`src/rtl/parity2d_fix.sv`:
```
module parity2d_fix (
  input  logic       clk,
  input  logic       rst_n,
  input  logic       in_valid,
  input  logic [6:0] in_data,
  input  logic [4:0] in_addr,
  input  logic [3:0] in_num,
  input  logic [8:0] in_par,
  input  logic       in_spare,
  input  logic       spare_chk_en,
  output logic [6:0] out_data,
  output logic [4:0] out_addr,
  output logic [3:0] out_num,
  output logic       out_corrected,
  output logic       out_error,
  output logic       out_valid
);
  localparam int N = 4;

  logic [N*N-1:0] grid, mask, fixed;
  logic [N-1:0]   row_bad, col_bad;
  logic           all_bad, row_one, col_one, row_none, col_none;
  logic           bit_err, par_err, clean, spare_bad;

  assign grid = {in_num, in_addr, in_data};

  for (genvar r = 0; r < N; r++) begin : g_row
    assign row_bad[r] = in_par[r] ^ (^grid[N*r +: N]) ^ 1'b1;
  end

  for (genvar c = 0; c < N; c++) begin : g_col
    logic [N-1:0] col;
    for (genvar r = 0; r < N; r++) begin : g_bit
      assign col[r] = grid[N*r + c];
      assign mask[N*r + c] = row_bad[r] & col_bad[c];
    end
    assign col_bad[c] = in_par[N + c] ^ (^col) ^ 1'b1;
  end

  assign all_bad  = ^in_par;
  assign row_one  = $onehot(row_bad);
  assign col_one  = $onehot(col_bad);
  assign row_none = ~|row_bad;
  assign col_none = ~|col_bad;

  assign bit_err   = row_one & col_one & ~all_bad;
  assign par_err   = all_bad & ((row_one & col_none) | (row_none & col_one) | (row_none & col_none));
  assign clean     = row_none & col_none & ~all_bad;
  assign spare_bad = spare_chk_en & (in_spare == in_par[8]);

  assign fixed = (bit_err && !spare_bad) ? (grid ^ mask) : grid;

  always_ff @(posedge clk or negedge rst_n) begin
    if (!rst_n) begin
      out_data      <= '0;
      out_addr      <= '0;
      out_num       <= '0;
      out_corrected <= 1'b0;
      out_error     <= 1'b0;
      out_valid     <= 1'b0;
    end else begin
      out_valid     <= in_valid;
      out_corrected <= in_valid & (bit_err | par_err) & ~spare_bad;
      out_error     <= in_valid & (spare_bad | ~(clean | bit_err | par_err));
      if (in_valid) {out_num, out_addr, out_data} <= fixed;
    end
  end
endmodule


```
`config.mk`:
```
export PLATFORM = sky130hd
export DESIGN_NAME = parity2d_fix
export DESIGN_NICKNAME = d
export VERILOG_FILES = /design/src/rtl/parity2d_fix.sv
export SDC_FILE = /design/constraint.sdc
export NUM_CORES = 1
export LEC_CHECK = 0
export BUFFER_PORTS_ARGS = -buffer_cell sky130_fd_sc_hd__clkbuf_2
export CAP_MARGIN = 20
export CORE_MARGIN = 8
export CORE_UTILIZATION = 52
export DETAILED_ROUTE_END_ITERATION = 8
export GPL_ROUTABILITY_DRIVEN = 0
export PLACE_DENSITY = 0.8
export SLEW_MARGIN = 5
export SYNTH_ARGS = -nofsm -noshare
export SYNTH_HDL_FRONTEND = slang
export SYNTH_SLANG_ARGS = --single-unit
```
`constraint.sdc`:
```
create_clock -name clk -period 1.1 [get_ports clk]
set_clock_uncertainty 0.2 [all_clocks]
set_input_delay 0.22 -clock clk [delete_from_list [all_inputs] [get_ports clk]]
set_output_delay 0.22 -clock clk [all_outputs]
set_load 0.005 [all_outputs]
```
==> run metrics, run 1 <==
largest family of logic cells by synthesized area=XOR/XNOR gates; Synth area leader=dfrtp_1; first error=[ERROR DPL-0033] detailed placement checks failed during check placement.; io pins=49; HPWL after detailed placement=4142 um; top cell type's share of synthesized area=0.2804; run status=aborted with a tool error; Post-Synth Adder-Cell Area=0.06347; CTS root buffer=clkbuf_4; Simple-Gate Fraction of Synth Area=0.1838; initial antenna violation count=0; std cell rows=20; Compound-Gate Fraction of Synth Area=0.1535; failing step=global routing; H-tree depth=1; synth top area cells=dfrtp_1 (28%), xnor3_1 (11%), xnor2_1 (8.3%); pin count of the biggest net entering global routing=33; syn avg cell area=9.973 um^2; Die Span Y=73.10 um; Post-Syn Area=1695 um^2; CTS Buf Count=3; clk sinks=19; Mapped Nets=208; worst_ep grt=out_num[0]$_DFFE_PN0P_/D; mux cell area share after synthesis=0; Synth Warn #=0; PortBufs=48; initial core utilization=0.5508; Cell variety after synth=28; clock tree buffer depth=2; # placed instances=312; sequential-to-total area share from yosys stat=0.2804; post-synthesis register bit count=19; Worst EP kind=register input; Post-Synth XOR/XNOR Area=0.2723; Die X=73.10 um; Syn Inst Count=170
==> logic make-up after synthesis <==
family	Yosys count
adder cells (fa/ha/maj)	8
AO/OA/AOI/OAI	36
buffers and inverters	15
flip-flops	19
XOR/XNOR	32
AND/OR/NAND/NOR	60
==> through the flow <==
stage	area (um^2)	setup slack (ns)	setup TNS, ns	hold WS [ns]
3_3_place_gp	2459	-2.437	-42.54	-0.02342
2_1_floorplan	1759	-2.226	-38.87	-0.2756
4_1_cts	2683	-2.187	-40.67	0.03988
3_5_place_dp	2459	-2.519	-43.96	0.003222
==> repair_timing <==
action                                 in CTS
endpoints found under the hold margin      19
resized for setup                          11
setup buffers                              20
hold buffers                                1
pin swaps                                  18
setup endpoints to repair                  37
==> cells in the mapped netlist <==
cell / count
o21a_1: 1
xnor3_2: 1
fa_1: 1
or4_1: 16
nor2_1: 16
o31ai_1: 16
buf_6: 3
clkbuf_1: 6
xor2_1: 1
o211a_1: 1
a221oi_2: 1
nand3_2: 1
buf_1: 1
nor3b_1: 2
or3_1: 2
xnor2_2: 5
and3_1: 1
nor4_1: 1
xnor3_1: 8
nand2_1: 20
inv_1: 5
a21o_1: 1
ha_1: 7
xnor2_1: 16
dfrtp_1: 19
xnor2_4: 1
and2_1: 1
a31oi_1: 16
==> inputs of run 2 (changes only) <==
--- a/config.mk
+++ b/config.mk
@@ -8,10 +8,10 @@
 export BUFFER_PORTS_ARGS = -buffer_cell sky130_fd_sc_hd__clkbuf_2
 export CAP_MARGIN = 20
 export CORE_MARGIN = 8
-export CORE_UTILIZATION = 52
+export CORE_UTILIZATION = 40
 export DETAILED_ROUTE_END_ITERATION = 8
 export GPL_ROUTABILITY_DRIVEN = 0
-export PLACE_DENSITY = 0.8
+export PLACE_DENSITY_LB_ADDON = 0.15
 export SLEW_MARGIN = 5
 export SYNTH_ARGS = -nofsm -noshare
 export SYNTH_HDL_FRONTEND = slang
==> run 2 against run 1 <==
Effect of this change:
- the flow now finishes, with violations (setup timing)
- synthesized cell count is the same
- area after synthesis is the same
==> run metrics, run 2 <==
run status=complete, but fails checks; failing checks=setup timing; final setup vio count=37; layout cells sized above 1=0.6013; Min-Delay Path Depth=3; Cell variety after synth=28; clock tree buffer depth=2; antenna-violating nets left=0; Cell Chain, Critical Path=buf_6, buf_6, xnor3_1, xnor2_2, inv_2, ha_4, ha_4, ha_4, ha_4, nor3b_4, and2_4, nand2_8, buf_12, or4_4, a31oi_4; Synth top cells by count=nand2_1 (20), dfrtp_1 (19); H-tree depth=1; Placed Area=2461 um^2; MaxCap Viol Count=0; CTS root buffer=clkbuf_8; PortBufs=48; HPWL after detailed placement=4228 um; Cell Count, Final, Fillers Out=351; initial antenna violation count=0; CTS tree=yes; vias=1834; RR Startpoint=out_data[5]; EDFF count, synth=0; PD cells=1562 nW/um^2; global-route usage over all layers=0.1648; Least-Margin Pin Slew=0.4904 ns; # placed instances=314; maximum vdd drop=0.001583 V; Final Hold Violating Endpoints=0; syn avg cell area=9.973 um^2; commonest non-fill, non-tap cells in the layout=buf_4 (80), clkbuf_2 (43), dfrtp_1 (19); clk sinks=19; most frequent cell after synthesis=nand2_1; post-route minimum period=3.253 ns; CTS clk-pin slew, worst paths=0.08 ns; post-DR vias/cell=5.225; fin util=0.7494; initial core utilization=0.4208; core region area=4029 um^2; Slew Viols, Final=0; Slew HR=0.6730; cell mode on critical path=ha_4; Clock Latency Late Sink=0.25 ns; vias in the first global route=1799; R2R cell count=4; nets=340; critical path class=in -> reg; HP Start=in_addr[1]; WL per Instance=16.52 um; worst setup path start=in_num[0]; Synth area leader=dfrtp_1; Post-Syn Area=1695 um^2; sequential-to-total area share from yosys stat=0.2804; Synth Warn #=0; register-to-register setup slack=0.01 ns; synth top area cells=dfrtp_1 (28%), xnor3_1 (11%), xnor2_1 (8.3%); Starting DRT DRC Count=97; die area=6578 um^2; Hold Path End=out_addr[1]; type of the most critical hold path=in -> reg; unrepaired setup endpoints after global routing=true; FF-to-FF End=out_data[5]; diode count=0; ys flop type=dfrtp_1; leakage power=1.436 nW; fin crit share=2.957; Startpoint Class=primary input; drt drc=0; io pins=49; Die Span Y=81.11 um; post-synthesis register bit count=19; post-route setup TNS=-37.66 ns; max FFs per register=7; Die X=81.11 um; slowest CP cell=or4_4; FMAX=307.4 MHz; final instance area=3019 um^2; total gr overflow=0; post-route setup slack=-2.153 ns; Pre-Repair DR Iteration Count=4; Worst path max stage delay=0.54 ns; most common cell after layout, fill and taps aside=buf_4; Syn Inst Count=170; Post-synth ARST share=1.000; top cell type's share of synthesized area=0.2804; Mapped Nets=208; biggest registers after layout=out_data x7, out_addr x5, out_num x4; total routed wirelength=5799 um; CTS Buf Count=3; Crit path arrival time=3.24 ns; first-pass GRT wire length=8549 um; largest reg by FF count=out_data; Crit. End Element=flip-flop; std cell rows=23; pin count of the biggest net entering global routing=33; Critical Path RT=1.08 ns; P&R area growth vs syn=78.08%; Max FO, Critical Path=7
run 2: cell counts after synthesis:
Identical to the previous run, type by type.
run 2: area by class of cell:
| class | count | area, um^2 |
|---|---|---|
| multi-input cells | 136 | 1393 |
| repair buffers | 137 | 1023 |
| fillers | 297 | 1010 |
| flip-flops and latches | 19 | 475.5 |
| well taps | 50 | 62.56 |
| clock buffers | 3 | 41.29 |
| inverters | 5 | 18.77 |
| clock inverters | 1 | 5.005 |
run 2: per-stage QoR:
step	total power [mW]	hold slack (ns)	worst slack, ns
after floorplan	2.188	-0.2756	-2.226
after global placement	3.111	-0.01033	-2.543
after detailed placement	3.200	0.006223	-2.625
after CTS	4.033	0.07403	-2.311
after global routing	5.027	0.1008	-2.238
final	4.715	0.07912	-2.153
run 2: worst max-delay path by stage:
stage | to | slack (ns)
5_1_grt | out_data[6] | -2.24
6_report | out_data[6] | -2.15
4_1_cts | out_num[3] | -2.31
2_1_floorplan | out_data[5] | -2.23
3_5_place_dp | out_addr[4] | -2.62
3_3_place_gp | out_num[1] | -2.54
run 2: worst max-delay path: cells and delay by family:
| kind | cells | cell delay [ns] |
|---|---|---|
| buffers and inverters | 4 | 0.42 |
| AOI/OAI and AO/OA | 1 | 0.18 |
| xor gates and xnor gates | 2 | 0.57 |
| adders and majority gates | 4 | 0.83 |
| and+or+nand+nor | 4 | 1.00 |
run 2: kinds of logic after synthesis:
| family | after synthesis | synth area share |
|---|---|---|
| and+or+nand+nor | 60 | 0.1838 |
| xor gates and xnor gates | 32 | 0.2723 |
| adders and majority gates | 8 | 0.06347 |
| DFF | 19 | 0.2804 |
| buffers and inverters | 15 | 0.04649 |
| AOI/OAI and AO/OA | 36 | 0.1535 |
run 2: layer usage:
metal,track usage,wire [um],up-vias
met1,0.1948,2278,883
li1,-,-,887
met3,0.01876,316,6
met4,0.05357,76,0
met5,0,0,-
met2,0.3015,3127,58
run 2: power breakdown:
group | leakage [nW] | switching, mW | internal, mW
Sequential | 0.216 | 0.0403 | 0.786
Clock | 0.0255 | 0.253 | 0.252
Combinational | 1.19 | 1.50 | 1.89
run 2: repair_timing:
item,CTS,global route
pin swaps,25,30
gates cloned,0,1
resized for setup,12,33
endpoints found under the hold margin,19,0
endpoints found under the setup margin,37,37
hold buffers,1,0
setup buffers,16,16
Power figures use the tool's default switching activity.
